File: src/rtl/twowire_slave_pkg.sv
// Shared types for the two-wire slave front end.
// Assumes: used by every module of the slave, compiled first.
package twowire_slave_pkg;
    typedef enum logic [3:0] {
        ST_IDLE,
        ST_ADDR,
        ST_ADDR_DEC,
        ST_ADDR_ACK,
        ST_WR_DATA,
        ST_WR_DEC,
        ST_WR_ACK,
        ST_RD_DATA,
        ST_RD_ACK,
        ST_RD_NEXT,
        ST_IGNORE
    } slv_state_t;
endpackage

File: src/rtl/bus_sync.sv
// Multi-stage synchronizer for the bus lines. Each bit gets its own
// flop chain, and every stage resets to the idle level of the bus (high).
// Assumes: inputs are asynchronous to clk. All bits use the same depth,
// so their relative order is kept.
module bus_sync #(
    parameter int WIDTH  = 2,
    parameter int STAGES = 2
) (
    input  logic             clk,
    input  logic             rst_n,
    input  logic [WIDTH-1:0] async_in,
    output logic [WIDTH-1:0] sync_out
);
    genvar b;
    generate
        for (b = 0; b < WIDTH; b++) begin : g_bit
            logic [STAGES-1:0] chain;
            // shift the pad level through the flop chain
            always_ff @(posedge clk) begin
                if (!rst_n) chain <= '1;
                else        chain <= {chain[STAGES-2:0], async_in[b]};
            end
            assign sync_out[b] = chain[STAGES-1];
        end
    endgenerate
endmodule

File: src/rtl/bus_cond.sv
// Edge and bus-condition detector on the synchronized lines. It flags
// SCL rising and falling edges, and start/stop conditions (an SDA edge
// while SCL is high on two samples running).
// Assumes: scl_s and sda_s come from the same synchronizer depth.
module bus_cond (
    input  logic clk,
    input  logic rst_n,
    input  logic scl_s,
    input  logic sda_s,
    output logic scl_rise,
    output logic scl_fall,
    output logic start_det,
    output logic stop_det
);
    logic scl_q, sda_q;

    // keep the previous sample of both lines
    always_ff @(posedge clk) begin
        if (!rst_n) begin
            scl_q <= 1'b1;
            sda_q <= 1'b1;
        end else begin
            scl_q <= scl_s;
            sda_q <= sda_s;
        end
    end

    // decode edges and conditions from current and previous samples
    always_comb begin
        scl_rise  = scl_s & ~scl_q;
        scl_fall  = ~scl_s & scl_q;
        start_det = scl_s & scl_q & sda_q & ~sda_s;
        stop_det  = scl_s & scl_q & ~sda_q & sda_s;
    end
endmodule

File: src/rtl/slave_fsm.sv
// Byte-level slave engine. It matches the address, acknowledges bytes,
// shifts write data in and read data out MSB first, and refuses the
// first address byte after a wake from halt.
// Assumes: the core clock is many times the bus bit rate, and the host
// changes SDA only while SCL is low (except for start/stop).
module slave_fsm
    import twowire_slave_pkg::*;
#(
    parameter int         BYTE_W   = 8,
    parameter int         ADDR_W   = 7,
    parameter logic [6:0] DEV_ADDR = 7'h51
) (
    input  logic              clk,
    input  logic              rst_n,
    input  logic              scl_s,
    input  logic              sda_s,
    input  logic              scl_rise,
    input  logic              scl_fall,
    input  logic              start_det,
    input  logic              stop_det,
    input  logic              wake_pulse,
    input  logic [BYTE_W-1:0] rd_data,
    output logic              sda_pull,
    output logic              wake_req,
    output logic [BYTE_W-1:0] wr_data,
    output logic              wr_strobe,
    output logic              rd_strobe
);
    localparam int CNT_W = $clog2(BYTE_W + 1);
    localparam logic [CNT_W-1:0] LAST_BIT = CNT_W'(BYTE_W - 1);
    localparam logic [CNT_W-1:0] ALL_BITS = CNT_W'(BYTE_W);

    slv_state_t        state;
    logic [CNT_W-1:0]  cnt;
    logic [BYTE_W-1:0] shreg;
    logic              dir_rd;
    logic              wake_flag;
    logic              addr_match;

    // compare the address field of the received byte
    always_comb addr_match = (shreg[BYTE_W-1 -: ADDR_W] == DEV_ADDR[ADDR_W-1:0]);

    // main transfer sequencer
    always_ff @(posedge clk) begin
        if (!rst_n) begin
            state     <= ST_IDLE;
            cnt       <= '0;
            shreg     <= '0;
            dir_rd    <= 1'b0;
            wake_flag <= 1'b0;
            sda_pull  <= 1'b0;
            wake_req  <= 1'b0;
            wr_data   <= '0;
            wr_strobe <= 1'b0;
            rd_strobe <= 1'b0;
        end else begin
            wake_req  <= 1'b0;
            wr_strobe <= 1'b0;
            rd_strobe <= 1'b0;
            if (start_det) begin
                state    <= ST_ADDR;
                cnt      <= '0;
                sda_pull <= 1'b0;
                wake_req <= 1'b1;
            end else if (stop_det) begin
                state    <= ST_IDLE;
                sda_pull <= 1'b0;
            end else begin
                unique case (state)
                    ST_ADDR, ST_WR_DATA: begin
                        if (scl_rise) begin
                            shreg <= {shreg[BYTE_W-2:0], sda_s};
                            if (cnt == LAST_BIT)
                                state <= (state == ST_ADDR) ? ST_ADDR_DEC : ST_WR_DEC;
                            else
                                cnt <= cnt + 1'b1;
                        end
                    end
                    ST_ADDR_DEC: begin
                        if (scl_fall) begin
                            dir_rd <= shreg[0];
                            if (wake_flag) begin
                                wake_flag <= 1'b0;
                                state     <= ST_IGNORE;
                            end else if (addr_match) begin
                                sda_pull <= 1'b1;
                                state    <= ST_ADDR_ACK;
                            end else begin
                                state <= ST_IGNORE;
                            end
                        end
                    end
                    ST_ADDR_ACK, ST_RD_NEXT: begin
                        if (scl_fall) begin
                            cnt <= '0;
                            if (dir_rd) begin
                                shreg     <= rd_data;
                                rd_strobe <= 1'b1;
                                sda_pull  <= ~rd_data[BYTE_W-1];
                                state     <= ST_RD_DATA;
                            end else begin
                                sda_pull <= 1'b0;
                                state    <= ST_WR_DATA;
                            end
                        end
                    end
                    ST_WR_DEC: begin
                        if (scl_fall) begin
                            wr_data   <= shreg;
                            wr_strobe <= 1'b1;
                            sda_pull  <= 1'b1;
                            state     <= ST_WR_ACK;
                        end
                    end
                    ST_WR_ACK: begin
                        if (scl_fall) begin
                            sda_pull <= 1'b0;
                            cnt      <= '0;
                            state    <= ST_WR_DATA;
                        end
                    end
                    ST_RD_DATA: begin
                        if (scl_rise) begin
                            cnt <= cnt + 1'b1;
                        end else if (scl_fall) begin
                            if (cnt == ALL_BITS) begin
                                sda_pull <= 1'b0;
                                state    <= ST_RD_ACK;
                            end else begin
                                shreg    <= {shreg[BYTE_W-2:0], 1'b0};
                                sda_pull <= ~shreg[BYTE_W-2];
                            end
                        end
                    end
                    ST_RD_ACK: begin
                        if (scl_rise)
                            state <= sda_s ? ST_IGNORE : ST_RD_NEXT;
                    end
                    default: ;
                endcase
            end
            if (wake_pulse) wake_flag <= 1'b1;
        end
    end


    ignore_quiet_chk: assert property (@(posedge clk) disable iff (!rst_n)
        (state == ST_IGNORE) |-> !sda_pull);


    pull_scl_low_chk: assert property (@(posedge clk) disable iff (!rst_n)
        $rose(sda_pull) |-> !scl_s);


    wake_req_single_chk: assert property (@(posedge clk) disable iff (!rst_n)
        wake_req |=> !wake_req);


    strobe_excl_chk: assert property (@(posedge clk) disable iff (!rst_n)
        $onehot0({wr_strobe, rd_strobe}));


    wake_refuse_chk: assert property (@(posedge clk) disable iff (!rst_n)
        (state == ST_ADDR_DEC && scl_fall && wake_flag && !start_det && !stop_det && !wake_pulse)
        |=> (!sda_pull && !wake_flag));
endmodule

File: src/rtl/twowire_wake_slave.sv
// Top of the two-wire bus slave front end. It chains the synchronizers,
// the condition detector and the byte engine.
// Assumes: SDA is open-drain outside this block (sda_pull=1 drives it
// low), and SCL is only ever sampled.
module twowire_wake_slave #(
    parameter int         SYNC_STAGES = 2,
    parameter int         BYTE_W      = 8,
    parameter logic [6:0] DEV_ADDR    = 7'h51
) (
    input  logic              clk,
    input  logic              rst_n,
    input  logic              scl_in,
    input  logic              sda_in,
    output logic              sda_pull,
    input  logic              wake_pulse,
    output logic              wake_req,
    output logic [BYTE_W-1:0] wr_data,
    output logic              wr_strobe,
    input  logic [BYTE_W-1:0] rd_data,
    output logic              rd_strobe
);
    logic [1:0] lines_s;
    logic scl_rise, scl_fall, start_det, stop_det;

    bus_sync #(.WIDTH(2), .STAGES(SYNC_STAGES)) sync_i (
        .clk(clk), .rst_n(rst_n),
        .async_in({scl_in, sda_in}), .sync_out(lines_s)
    );

    bus_cond cond_i (
        .clk(clk), .rst_n(rst_n),
        .scl_s(lines_s[1]), .sda_s(lines_s[0]),
        .scl_rise(scl_rise), .scl_fall(scl_fall),
        .start_det(start_det), .stop_det(stop_det)
    );

    slave_fsm #(.BYTE_W(BYTE_W), .ADDR_W(7), .DEV_ADDR(DEV_ADDR)) fsm_i (
        .clk(clk), .rst_n(rst_n),
        .scl_s(lines_s[1]), .sda_s(lines_s[0]),
        .scl_rise(scl_rise), .scl_fall(scl_fall),
        .start_det(start_det), .stop_det(stop_det),
        .wake_pulse(wake_pulse), .rd_data(rd_data),
        .sda_pull(sda_pull), .wake_req(wake_req),
        .wr_data(wr_data), .wr_strobe(wr_strobe), .rd_strobe(rd_strobe)
    );
endmodule

File: config.mk
export PLATFORM = sky130hd
export DESIGN_NAME = twowire_wake_slave
export DESIGN_NICKNAME = d
export VERILOG_FILES = /design/src/rtl/twowire_slave_pkg.sv /design/src/rtl/bus_sync.sv /design/src/rtl/bus_cond.sv /design/src/rtl/slave_fsm.sv /design/src/rtl/twowire_wake_slave.sv
export SDC_FILE = /design/constraint.sdc
export NUM_CORES = 1
export LEC_CHECK = 0
export BUFFER_PORTS_ARGS = -buffer_cell sky130_fd_sc_hd__buf_2
export CORE_UTILIZATION = 30
export DETAILED_ROUTE_END_ITERATION = 12
export HOLD_SLACK_MARGIN = 0.08
export MAX_ROUTING_LAYER = met4
export RECOVER_POWER = 50
export SLEW_MARGIN = 10
export SYNTH_ARGS = -nofsm -noshare
export SYNTH_HDL_FRONTEND = slang
export SYNTH_SLANG_ARGS = --single-unit
export TNS_END_PERCENT = 100
File: constraint.sdc
create_clock -name clk -period 1.9 [get_ports clk]
set_input_delay 0.19 -clock clk [delete_from_list [all_inputs] [get_ports clk]]
set_output_delay 0.19 -clock clk [all_outputs]
set_load 0.01 [all_outputs]
==> results of run 1 <==
[flip-flops by register name, summed over array words and instances (netlist names), 4 cells and up]
register            count
fsm_i.shreg             8
sync_i.g_bit.chain      4
fsm_i.wr_data           8
fsm_i.cnt               4
fsm_i.state             4
[power by group through the flow]
| stage | Sequential [mW] | Combinational [mW] | Clock, mW |
|---|---|---|---|
| 2_1_floorplan | 0.880 | 0.709 | 0 |
| 3_3_place_gp | 0.935 | 0.966 | 0 |
| 3_5_place_dp | 0.935 | 0.961 | 0 |
| 4_1_cts | 0.918 | 0.969 | 0.558 |
| 5_1_grt | 0.946 | 1.14 | 0.598 |
| 6_report | 0.934 | 1.03 | 0.539 |
[how the worst min path moves through the flow]
stage                                to  cells after the start
2_1_floorplan  sync_i.g_bit[0].chain[0]                      1
3_3_place_gp   sync_i.g_bit[1].chain[0]                      2
3_5_place_dp   sync_i.g_bit[0].chain[0]                      2
4_1_cts                 fsm_i.wake_flag                      3
5_1_grt                 fsm_i.wake_flag                      3
6_report                fsm_i.wake_flag                      3
[repair_timing]
action | in CTS | in global routing
hold endpoints to repair | 2 | 0
hold buffers | 2 | 0
endpoints found under the setup margin | 0 | 13
buffers inserted | 0 | 2
gates resized for setup | 0 | 12
[cells by family (layout without fill, tap and decap cells)]
kind of cell / count (synthesis) / in the layout / share of synthesized area
AOI/OAI and AO/OA: 56 / 56 / 0.234
xor gates and xnor gates: 3 / 3 / 0.0173
adders and majority gates: 2 / 2 / 0.0128
buffers and inverters: 24 / 67 / 0.0577
DFF: 36 / 36 / 0.369
muxes: 11 / 11 / 0.0564
and+or+nand+nor: 92 / 92 / 0.253
[critical path: stages (launching register included)]
cell and delay (ns):
sky130_fd_sc_hd__dfxtp_1 0.38, sky130_fd_sc_hd__inv_1 0.08, sky130_fd_sc_hd__ha_1 0.19, sky130_fd_sc_hd__nand3b_1 0.19
sky130_fd_sc_hd__nand3_4 0.10, sky130_fd_sc_hd__a221oi_4 0.32, sky130_fd_sc_hd__buf_6 0.17, sky130_fd_sc_hd__nor2_1 0.04
sky130_fd_sc_hd__a211oi_1 0.21
[cells in the final DEF (no fill, tap or decap), types with 2 or more instances in the layout]
cell and instances:
sky130_fd_sc_hd__nand3_1 9, sky130_fd_sc_hd__inv_1 9, sky130_fd_sc_hd__mux2i_1 11, sky130_fd_sc_hd__a31oi_1 3, sky130_fd_sc_hd__nor2b_1 6, sky130_fd_sc_hd__a41oi_1 3
sky130_fd_sc_hd__buf_2 12, sky130_fd_sc_hd__buf_4 21, sky130_fd_sc_hd__ha_1 2, sky130_fd_sc_hd__clkbuf_1 12, sky130_fd_sc_hd__clkinv_2 2, sky130_fd_sc_hd__clkbuf_8 5
sky130_fd_sc_hd__and2_1 3, sky130_fd_sc_hd__dfxtp_1 32, sky130_fd_sc_hd__a211oi_1 4, sky130_fd_sc_hd__o311a_1 2, sky130_fd_sc_hd__a221oi_1 3, sky130_fd_sc_hd__nand3b_1 2
sky130_fd_sc_hd__xor2_2 2, sky130_fd_sc_hd__a211oi_2 3, sky130_fd_sc_hd__dfxtp_2 4, sky130_fd_sc_hd__a21oi_1 11, sky130_fd_sc_hd__nor3_1 5, sky130_fd_sc_hd__buf_6 2
sky130_fd_sc_hd__nand2_1 18, sky130_fd_sc_hd__nand2b_1 8, sky130_fd_sc_hd__nand4bb_1 2, sky130_fd_sc_hd__dlygate4sd3_1 2, sky130_fd_sc_hd__nor2_1 28, sky130_fd_sc_hd__o21ai_0 7
[stage by stage]
stage	setup TNS, ns	cell area [um^2]
floorplan	0	1950
global placement	0	2250
detailed placement	0	2250
CTS	0	2360
global route	-0.0161	2410
finish	0	2410
[layer usage]
metal	track usage	wire, um	vias to the layer above
met1	0.197	2240	807
met5	-	0	-
li1	-	-	894
met4	0.0500	49	0
met3	0.0297	147	4
met2	0.220	2140	28
[area by class of cell]
cell class,instances,area [um^2]
Clock buffer,5,68.8
Clock inverter,3,18.8
Fill cell,652,3900
Inverter,9,33.8
Multi-Input combinational cell,164,1160
Sequential cell,36,726
Tap cell,77,96.3
Timing Repair Buffer,50,310
==> metrics.json, run 1 <==
{
  "worst_slew_pin_slew": {"value": 0.647, "unit": "ns"},
  "gp_routability_congestion": {"value": 0.903},
  "port_buffers": {"value": 24},
  "worst_setup_path_endpoint": {"value": "fsm_i.shreg[2]"},
  "synthesis.area_per_instance": {"value": 8.71, "unit": "um^2"},
  "part_of_the_total_power_dissipated_in_the_clock_network": {"value": 0.215},
  "synth_enable_flop_cells": {"value": 0},
  "clock_sinks": {"value": 36},
  "p_leak": {"value": 0.930, "unit": "nW"},
  "syn-instance-count": {"value": 224},
  "worst_ir_drop_vdd": {"value": 0.000388, "unit": "V"},
  "timing.critical_path.from": {"value": "fsm_i.cnt[0]"},
  "firstDrtPassIters": {"value": 6},
  "power_report.internal_total": {"value": 1.57, "unit": "mW"},
  "hold_start": {"value": "wake_pulse"},
  "dominant_cell_by_count_in_the_synthesized_netlist": {"value": "sky130_fd_sc_hd__dfxtp_1"},
  "setup.reg_to_reg.worst_slack": {"value": 0.12, "unit": "ns"},
  "regToRegStartpoint": {"value": "fsm_i.cnt[0]"},
  "antenna_found_initial": {"value": 0},
  "layout-drive-gt1-share": {"value": 0.243},
  "cts-buffers-inserted": {"value": 5},
  "slew_hr": {"value": 0.568},
  "data_arrival_at_the_endpoint_of_the_critical_path": {"value": 1.97, "unit": "ns"},
  "synth_top_cells_by_area": {"value": "sky130_fd_sc_hd__dfxtp_1 37%, sky130_fd_sc_hd__mux2i_1 5.6%, sky130_fd_sc_hd__nor2_1 5.4%"},
  "cts_root_buf": {"value": "sky130_fd_sc_hd__clkbuf_8"},
  "ys_dominant_reg_cell": {"value": "sky130_fd_sc_hd__dfxtp_1"},
  "routed_wire_length_per_instance": {"value": 13.3, "unit": "um"},
  "maxCapViolations": {"value": 0},
  "dpl_worst_slack": {"value": 0.0522, "unit": "ns"},
  "synth.net_count": {"value": 239},
  "seqPwrFrac": {"value": 0.373},
  "shortest_clock_period_the_worst_path_allows_after_layout": {"value": 1.78, "unit": "ns"},
  "drt_first_iter_violations": {"value": 154},
  "hold_slack": {"value": 0.125, "unit": "ns"},
  "core_area": {"value": 6310, "unit": "um^2"},
  "areaGrowthSynthToFinish": {"value": 23.7, "unit": "%"},
  "final_antenna_net_count": {"value": 0},
  "worst_r2r_path_depth": {"value": 8},
  "power-per-cell-area": {"value": 1040, "unit": "nW/um^2"},
  "clock_tree.htree_level_count": {"value": 2},
  "antennaDiodeCount": {"value": 0},
  "period_share": {"value": 0.939},
  "initial_utilization": {"value": 0.309},
  "synth_top_area_frac": {"value": 0.369},
  "combinationalPowerShare": {"value": 0.412},
  "finalClockSkew": {"value": 0.0108, "unit": "ns"},
  "endpoint_kind": {"value": "flop"},
  "dp_hpwl": {"value": 3400, "unit": "um"},
  "synthesized_cell_area": {"value": 1950, "unit": "um^2"},
  "switching_share": {"value": 0.372},
  "clk_transition_reported_paths": {"value": 0.08, "unit": "ns"},
  "power.total": {"value": 2.50, "unit": "mW"},
  "die_area": {"value": 6830, "unit": "um^2"},
  "hold_viol_final": {"value": 0},
  "grt_overflow_total": {"value": 0},
  "dp.cells": {"value": 332},
  "num_vias": {"value": 1733},
  "fp-row-count": {"value": 29},
  "r2r_end": {"value": "fsm_i.shreg[2]"},
  "first_global_vias": {"value": 1537},
  "layout.nets": {"value": 281},
  "die_w": {"value": 82.6, "unit": "um"},
  "fp.dieH": {"value": 82.6, "unit": "um"},
  "grt.total_usage": {"value": 0.147},
  "final-max-slew-violation-count": {"value": 0},
  "setup-violations-final": {"value": 0},
  "grt_pass1_wl": {"value": 7400, "unit": "um"},
  "outcome": {"value": "finished clean"},
  "post_layout_nonfiller_instances": {"value": 344},
  "worstPathMaxFanout": {"value": 7},
  "clock_insertion_delay_worst_skew": {"value": 0.29, "unit": "ns"},
  "drt-vias-per-instance": {"value": 5.04},
  "largest_net_degree_at_the_start_of_global_routing": {"value": 21},
  "max-clock-path-buffers": {"value": 2},
  "synthTopCellsByCount": {"value": "36 x sky130_fd_sc_hd__dfxtp_1, 28 x sky130_fd_sc_hd__nor2_1, 18 x sky130_fd_sc_hd__nand2_1"},
  "power.net_switching": {"value": 932, "unit": "uW"},
  "drc": {"value": 0},
  "fin_util": {"value": 0.382},
  "setup_repair_after_global_routing_missed_its_margin": {"value": "true"},
  "min-delay-path-class": {"value": "in -> reg"},
  "synth-async-reset-ratio": {"value": 0},
  "cts_tree": {"value": "built"},
  "critPathLaunchType": {"value": "flop"},
  "ys_types": {"value": 56},
  "synth-seq-area-share": {"value": 0.369},
  "num_io_pins": {"value": 25},
  "synth_top_cell_by_area": {"value": "sky130_fd_sc_hd__dfxtp_1"},
  "final.setup.worst_slack": {"value": 0.116, "unit": "ns"},
  "timing.setup.critical_path_class": {"value": "reg -> reg"},
  "synth.ff_latch_count": {"value": 36},
  "achievable_clock_frequency": {"value": 561, "unit": "MHz"},
  "cp.required": {"value": 2.08, "unit": "ns"},
  "synth_warnings": {"value": 0},
  "postRouteWirelength": {"value": 4580, "unit": "um"}
}
(Power assumes the default switching activity.)
==> run 2: changes to the inputs <==
- PLACE_DENSITY: not set -> 0.47
==> run 2 against run 1 <==
Against the previous run:
- first-iteration DRC count increased by 11%
- sequential cell count unchanged
- combinational power about the same
- largest cell class unchanged
- largest power group unchanged
- highest routed layer unchanged
==> metrics.json, run 2 (synthesis gave the netlist of run 1 again) <==
{
  "outcome": {"value": "finished clean"},
  "antenna_found_initial": {"value": 0, "change": "unchanged"},
  "final_cell_mix": {"value": "31 x sky130_fd_sc_hd__dfxtp_1, 27 x sky130_fd_sc_hd__nor2_1, 21 x sky130_fd_sc_hd__buf_4"},
  "slew_hr": {"value": 0.524, "change": "-0.0438"},
  "max-clock-path-buffers": {"value": 2, "change": "unchanged"},
  "worst_path_largest_cell_delay": {"value": 0.38, "unit": "ns", "change": "about the same"},
  "cts_tree": {"value": "built"},
  "clock_insertion_delay_worst_skew": {"value": 0.28, "unit": "ns", "change": "about the same"},
  "power.total": {"value": 2.55, "unit": "mW", "change": "+1.7%"},
  "num_io_pins": {"value": 25, "change": "unchanged"},
  "setup_tns": {"value": 0, "unit": "ns", "change": "unchanged"},
  "final_antenna_net_count": {"value": 0, "change": "unchanged"},
  "largest_registers": {"value": "fsm_i.shreg x8, fsm_i.wr_data x8"},
  "clock_tree.htree_level_count": {"value": 2, "change": "unchanged"},
  "setup-violations-final": {"value": 0, "change": "unchanged"},
  "initial_utilization": {"value": 0.309, "change": "unchanged"},
  "data_arrival_at_the_endpoint_of_the_critical_path": {"value": 2.06, "unit": "ns", "change": "+0.09 ns"},
  "worstPathMaxFanout": {"value": 10, "change": "+3"},
  "postRouteWirelength": {"value": 4980, "unit": "um", "change": "+8.7%"},
  "grt_pass1_wl": {"value": 8000, "unit": "um", "change": "+8.2%"},
  "layout_commonest_cell": {"value": "sky130_fd_sc_hd__dfxtp_1"},
  "die_w": {"value": 82.6, "unit": "um", "change": "unchanged"},
  "drt-vias-per-instance": {"value": 5.14, "change": "+2.0%"},
  "min-delay-path-class": {"value": "in -> reg"},
  "hold_viol_final": {"value": 0, "change": "unchanged"},
  "core_area": {"value": 6310, "unit": "um^2", "change": "unchanged"},
  "worst_ir_drop_vdd": {"value": 0.000493, "unit": "V", "change": "+27%"},
  "final-max-slew-violation-count": {"value": 0, "change": "unchanged"},
  "port_buffers": {"value": 24, "change": "unchanged"},
  "cts_root_buf": {"value": "sky130_fd_sc_hd__clkbuf_8"},
  "p_leak": {"value": 0.920, "unit": "nW", "change": "-1.1%"},
  "critPathLaunchType": {"value": "flop"},
  "achievable_clock_frequency": {"value": 543, "unit": "MHz", "change": "-3.1%"},
  "path_cells": {"value": "buf_12 -> and4bb_2 -> a311oi_1 -> a2bb2oi_2 -> buf_4 -> nand3_1 -> a21oi_1"},
  "amount_of_wire_on_met2_after_detailed_routing": {"value": 2110, "unit": "um", "change": "-1.4%"},
  "clock_sinks": {"value": 36, "change": "unchanged"},
  "clk_transition_reported_paths": {"value": 0.07, "unit": "ns", "change": "about the same"},
  "num_vias": {"value": 1752, "change": "+1.1%"},
  "cp.required": {"value": 2.12, "unit": "ns", "change": "+0.04 ns"},
  "fp-row-count": {"value": 29, "change": "unchanged"},
  "shortest_clock_period_the_worst_path_allows_after_layout": {"value": 1.84, "unit": "ns", "change": "+0.0569 ns"},
  "met3_length": {"value": 213, "unit": "um", "change": "+45%"},
  "final.setup.worst_slack": {"value": 0.0595, "unit": "ns", "change": "-0.0569 ns"},
  "areaGrowthSynthToFinish": {"value": 22.7, "unit": "%"},
  "highest_layer": {"value": "met4"},
  "power-per-cell-area": {"value": 1060, "unit": "nW/um^2", "change": "+2.5%"},
  "first_global_vias": {"value": 1563, "change": "+1.7%"},
  "dpl_worst_slack": {"value": 0.0333, "unit": "ns", "change": "-0.0190 ns"},
  "layout.nets": {"value": 279, "change": "-0.71%"},
  "routed_wire_length_per_instance": {"value": 14.6, "unit": "um", "change": "+9.7%"},
  "grt_overflow_total": {"value": 0, "change": "unchanged"},
  "layout-drive-gt1-share": {"value": 0.235, "change": "-0.00860"},
  "dp_hpwl": {"value": 3570, "unit": "um", "change": "+5.0%"},
  "postLayoutCellArea": {"value": 2390, "unit": "um^2", "change": "-0.83%"},
  "critical-path-slowest-cell": {"value": "sky130_fd_sc_hd__dfxtp_2"},
  "finalClockSkew": {"value": 0.00463, "unit": "ns", "change": "-0.00616 ns"},
  "final.fill_count": {"value": 682, "change": "+4.6%"},
  "antennaDiodeCount": {"value": 0, "change": "unchanged"},
  "fin_util": {"value": 0.379, "change": "-0.00317"},
  "drt_first_iter_violations": {"value": 171, "change": "+11%"},
  "endpoint_kind": {"value": "flop"},
  "worst_slew_pin_slew": {"value": 0.713, "unit": "ns", "change": "+0.0656 ns"},
  "drc": {"value": 0, "change": "unchanged"},
  "largest_net_degree_at_the_start_of_global_routing": {"value": 21, "change": "unchanged"},
  "fp.dieH": {"value": 82.6, "unit": "um", "change": "unchanged"},
  "die_area": {"value": 6830, "unit": "um^2", "change": "unchanged"},
  "timing.setup.critical_path_class": {"value": "reg -> reg"},
  "firstDrtPassIters": {"value": 4, "change": "-2"},
  "grt.total_usage": {"value": 0.159, "change": "+0.0122"},
  "period_share": {"value": 0.969, "change": "+0.0299"},
  "cts-buffers-inserted": {"value": 5, "change": "unchanged"},
  "dpl-instance-area": {"value": 2260, "unit": "um^2", "change": "+0.11%"},
  "routed_metal_1_wirelength": {"value": 2600, "unit": "um", "change": "+16%"},
  "maxCapViolations": {"value": 0, "change": "unchanged"},
  "setup_repair_after_global_routing_missed_its_margin": {"value": "true"},
  "gp_routability_congestion": {"value": 0.827, "change": "-8.4%"}
}
[run 2: changes by cell type in the layout (fill, tap and decap cells not counted), sizes merged]
| cell | previous run | this run |
|---|---|---|
| clkinv | 3 | 0 |
| dlygate4sd3 | 2 | 1 |
| clkbuf | 18 | 19 |
[run 2: timing repair]
item | CTS | global route
endpoints found under the hold margin | 1 | 0
buffers inserted | 0 | 4
resized for setup | 0 | 8
setup endpoints to repair | 0 | 14
hold buffers | 1 | 0
[run 2: worst max-delay path: cells and delay by family, from the launching register on]
kind            cells  cell delay (ns)
simple gates        2             0.33
flops               1             0.38
buf+inv             2             0.32
compound gates      3             0.73
[run 2: where the power goes]
| group | total [mW] | internal [mW] | leakage (nW) | switching (mW) |
|---|---|---|---|---|
| combinational | 1.02 | 0.486 | 0.575 | 0.537 |
| sequential | 0.935 | 0.829 | 0.295 | 0.106 |
| clock | 0.589 | 0.323 | 0.0503 | 0.266 |
| total | 2.55 | 1.64 | 0.920 | 0.909 |
[run 2: cell type report]
| type | count | area (um^2) | share of cell area |
|---|---|---|---|
| clock buffers | 7 | 96.3 | 0.0403 |
| inverters | 9 | 33.8 | 0.0141 |
| multi-input cells | 164 | 1130 | 0.471 |
| flip-flops and latches | 36 | 727 | 0.304 |
| well taps | 77 | 96.3 | 0.0403 |
| repair buffers | 48 | 313 | 0.131 |
[run 2: layer usage]
metal,global-route usage,vias up
li1,-,894
met1,0.235,820
met2,0.215,32
met3,0.0352,6
met4,0.0414,0
met5,-,-
[run 2: worst paths after layout]
path                             from  slack [ns]                       end  depth (start not counted)
max                    fsm_i.state[0]        0.06              fsm_i.cnt[1]                          7
min                            sda_in        0.09  sync_i.g_bit[0].chain[0]                          2
min reg2reg  sync_i.g_bit[1].chain[0]        0.41  sync_i.g_bit[1].chain[1]                          1
max reg2reg            fsm_i.state[0]        0.06              fsm_i.cnt[1]                          7
[run 2: stage by stage]
stage               cells  hold WS, ns
global placement      329        0.373
CTS                   337       0.0826
finish                341       0.0882
floorplan             224        0.291
detailed placement    329        0.376
global route          341       0.0857
==> run 3: changes to the inputs <==
- RECOVER_POWER: 50 -> 25
==> run 3 against run 2 <==
Against the previous run:
- sequential share of layout area fell by 0.11 points
- register-to-register slack barely moved
- clock power barely moved
- cell count did not move
- sequential cell count did not move
- critical path type unchanged
- hold slack barely moved
- highest routed layer unchanged
- critical path depth did not move
- maximum frequency did not move
- core utilization rose by 0.14 points
- clock skew barely moved
- cell area rose by 0.37%
==> metrics.json, run 3 (synthesis gave the netlist of run 1 again) <==
{
  "largest_registers": {"value": "fsm_i.shreg x8, fsm_i.wr_data x8"},
  "post_layout_nonfiller_instances": {"value": 341, "change": "unchanged"},
  "areaGrowthSynthToFinish": {"value": 23.2, "unit": "%"},
  "num_vias": {"value": 1747, "change": "-0.29%"},
  "setup_repair_after_global_routing_missed_its_margin": {"value": "true"},
  "shortest_clock_period_the_worst_path_allows_after_layout": {"value": 1.84, "unit": "ns", "change": "+0.000000300 ns"},
  "postLayoutCellArea": {"value": 2400, "unit": "um^2", "change": "+0.37%"},
  "dp.cells": {"value": 329, "change": "unchanged"},
  "antennaDiodeCount": {"value": 0, "change": "unchanged"},
  "layout-drive-gt1-share": {"value": 0.261, "change": "+0.0265"},
  "num_io_pins": {"value": 25, "change": "unchanged"},
  "cts-buffers-inserted": {"value": 5, "change": "unchanged"},
  "worst_path_largest_cell_delay": {"value": 0.38, "unit": "ns", "change": "about the same"},
  "combinationalPowerShare": {"value": 0.402, "change": "about the same"},
  "dpl-instance-area": {"value": 2260, "unit": "um^2", "change": "unchanged"},
  "cts_tree": {"value": "built"},
  "critPathLaunchType": {"value": "flop"},
  "p_leak": {"value": 0.951, "unit": "nW", "change": "+3.4%"},
  "cts_root_buf": {"value": "sky130_fd_sc_hd__clkbuf_8"},
  "seqPwrFrac": {"value": 0.367, "change": "about the same"},
  "postRouteWirelength": {"value": 4960, "unit": "um", "change": "-0.28%"},
  "worst_ir_drop_vdd": {"value": 0.000493, "unit": "V", "change": "about the same"},
  "firstDrtPassIters": {"value": 4, "change": "unchanged"},
  "core_area": {"value": 6310, "unit": "um^2", "change": "unchanged"},
  "fp.dieH": {"value": 82.6, "unit": "um", "change": "unchanged"},
  "grt_overflow_total": {"value": 0, "change": "unchanged"},
  "min-delay-path-class": {"value": "in -> reg"},
  "drc": {"value": 0, "change": "unchanged"},
  "critical-path-slowest-cell": {"value": "sky130_fd_sc_hd__dfxtp_2"},
  "slew_hr": {"value": 0.525, "change": "+0.000822"},
  "clock_insertion_delay_worst_skew": {"value": 0.28, "unit": "ns", "change": "about the same"},
  "achievable_clock_frequency": {"value": 543, "unit": "MHz", "change": "unchanged"},
  "endpoint_kind": {"value": "flop"},
  "finalClockSkew": {"value": 0.00460, "unit": "ns", "change": "-0.0000235 ns"},
  "timing.critical_path.from": {"value": "fsm_i.state[0]"},
  "dp_hpwl": {"value": 3570, "unit": "um", "change": "unchanged"},
  "timing.setup.critical_path_class": {"value": "reg -> reg"},
  "power.net_switching": {"value": 909, "unit": "uW", "change": "about the same"},
  "final_antenna_net_count": {"value": 0, "change": "unchanged"},
  "port_buffers": {"value": 24, "change": "unchanged"},
  "multi_input_gate_area_in_the_final_layout": {"value": 1130, "unit": "um^2", "change": "unchanged"},
  "final_cell_mix": {"value": "31 x sky130_fd_sc_hd__dfxtp_1, 27 x sky130_fd_sc_hd__nor2_1, 21 x sky130_fd_sc_hd__buf_4"},
  "die_w": {"value": 82.6, "unit": "um", "change": "unchanged"},
  "gp_routability_congestion": {"value": 0.827, "change": "unchanged"},
  "power_report.internal_total": {"value": 1.64, "unit": "mW", "change": "about the same"},
  "layout.nets": {"value": 279, "change": "unchanged"},
  "hold_start": {"value": "sda_in"},
  "clock_tree.htree_level_count": {"value": 2, "change": "unchanged"},
  "outcome": {"value": "finished clean"},
  "drt_first_iter_violations": {"value": 180, "change": "+5.3%"},
  "maxCapViolations": {"value": 0, "change": "unchanged"},
  "drt-vias-per-instance": {"value": 5.12, "change": "-0.29%"},
  "die_area": {"value": 6830, "unit": "um^2", "change": "unchanged"},
  "routed_wire_length_per_instance": {"value": 14.6, "unit": "um", "change": "-0.28%"},
  "data_arrival_at_the_endpoint_of_the_critical_path": {"value": 2.06, "unit": "ns", "change": "about the same"},
  "final.fill_count": {"value": 676, "change": "-0.88%"},
  "max-clock-path-buffers": {"value": 2, "change": "unchanged"},
  "period_share": {"value": 0.969, "change": "about the same"},
  "clock_sinks": {"value": 36, "change": "unchanged"},
  "first_global_vias": {"value": 1563, "change": "unchanged"},
  "seq_area": {"value": 727, "unit": "um^2", "change": "unchanged"},
  "regToRegStartpoint": {"value": "fsm_i.state[0]"},
  "final-max-slew-violation-count": {"value": 0, "change": "unchanged"},
  "hold_viol_final": {"value": 0, "change": "unchanged"},
  "worstPathMaxFanout": {"value": 10, "change": "unchanged"},
  "antenna_found_initial": {"value": 0, "change": "unchanged"},
  "largest_net_degree_at_the_start_of_global_routing": {"value": 21, "change": "unchanged"},
  "layout_commonest_cell": {"value": "sky130_fd_sc_hd__dfxtp_1"},
  "grt.total_usage": {"value": 0.159, "change": "unchanged"},
  "path_cells": {"value": "buf_12 -> and4bb_2 -> a311oi_1 -> a2bb2oi_2 -> buf_4 -> nand3_1 -> a21oi_1"},
  "initial_utilization": {"value": 0.309, "change": "unchanged"},
  "part_of_the_total_power_dissipated_in_the_clock_network": {"value": 0.231, "change": "about the same"},
  "power.total": {"value": 2.55, "unit": "mW", "change": "about the same"},
  "clk_transition_reported_paths": {"value": 0.07, "unit": "ns", "change": "about the same"},
  "switching_share": {"value": 0.357, "change": "about the same"},
  "worst_slew_pin_slew": {"value": 0.712, "unit": "ns", "change": "-0.00123 ns"},
  "fp-row-count": {"value": 29, "change": "unchanged"},
  "power-per-cell-area": {"value": 1060, "unit": "nW/um^2", "change": "-0.38%"},
  "cp.required": {"value": 2.12, "unit": "ns", "change": "about the same"},
  "grt_pass1_wl": {"value": 8000, "unit": "um", "change": "unchanged"},
  "setup-violations-final": {"value": 0, "change": "unchanged"}
}
run 3: cell types whose count changed in the layout (fill, tap and decap cells not counted), sizes merged:
cell and delta:
clkbuf -7, buf +7
run 3: worst max-delay path: cells and delay by family, from the launching register on:
kind,cells,cell delay (ns)
compound gates,3,0.73
buf+inv,2,0.32
flops,1,0.38
simple gates,2,0.33
run 3: power by group through the flow:
stage                     registers [mW]  clock network, mW  logic (mW)
after floorplan                    0.880                  0       0.709
after global placement             0.943                  0       0.976
after detailed placement           0.942                  0       0.960
after CTS                          0.925              0.615       0.967
after global routing               0.948              0.641        1.13
final                              0.935              0.589        1.02
run 3: final timing paths:
check             slack, ns                  endpoint  cells after the start
setup / recovery       0.06              fsm_i.cnt[1]                      7
hold reg to reg        0.41  sync_i.g_bit[1].chain[1]                      1
setup reg to reg       0.06              fsm_i.cnt[1]                      7
hold / removal         0.09  sync_i.g_bit[0].chain[0]                      2
run 3: stage by stage:
step	setup slack [ns]	setup TNS, ns	utilization	hold WS, ns
after global placement	0.00609	0	0.357	0.373
after CTS	0.0191	0	0.374	0.0826
after floorplan	0.213	0	-	0.291
final	0.0595	0	0.380	0.0881
after global routing	-0.0365	-0.0837	0.380	0.0857
after detailed placement	0.0333	0	0.357	0.376
run 3: layer usage:
layer	vias to the layer above	routed length, um	share of wire	track usage
met5	-	0	0	-
met2	33	2100	0.42	0.215
met3	6	216	0.044	0.0352
li1	892	-	-	-
met1	816	2590	0.52	0.235
met4	0	57	0.011	0.0414
run 3: area by class of cell:
cell class,count,area share
timing repair buffer,48,0.134
multi-input combinational,164,0.469
clock buffer,7,0.0401
sequential,36,0.303
tap,77,0.0401
inverter,9,0.0141
run 3: repair_timing:
action	in CTS	in global routing
hold buffers	1	0
resized for setup	0	8
buffers inserted	0	4
endpoints found under the hold margin	1	0
endpoints found under the setup margin	0	14
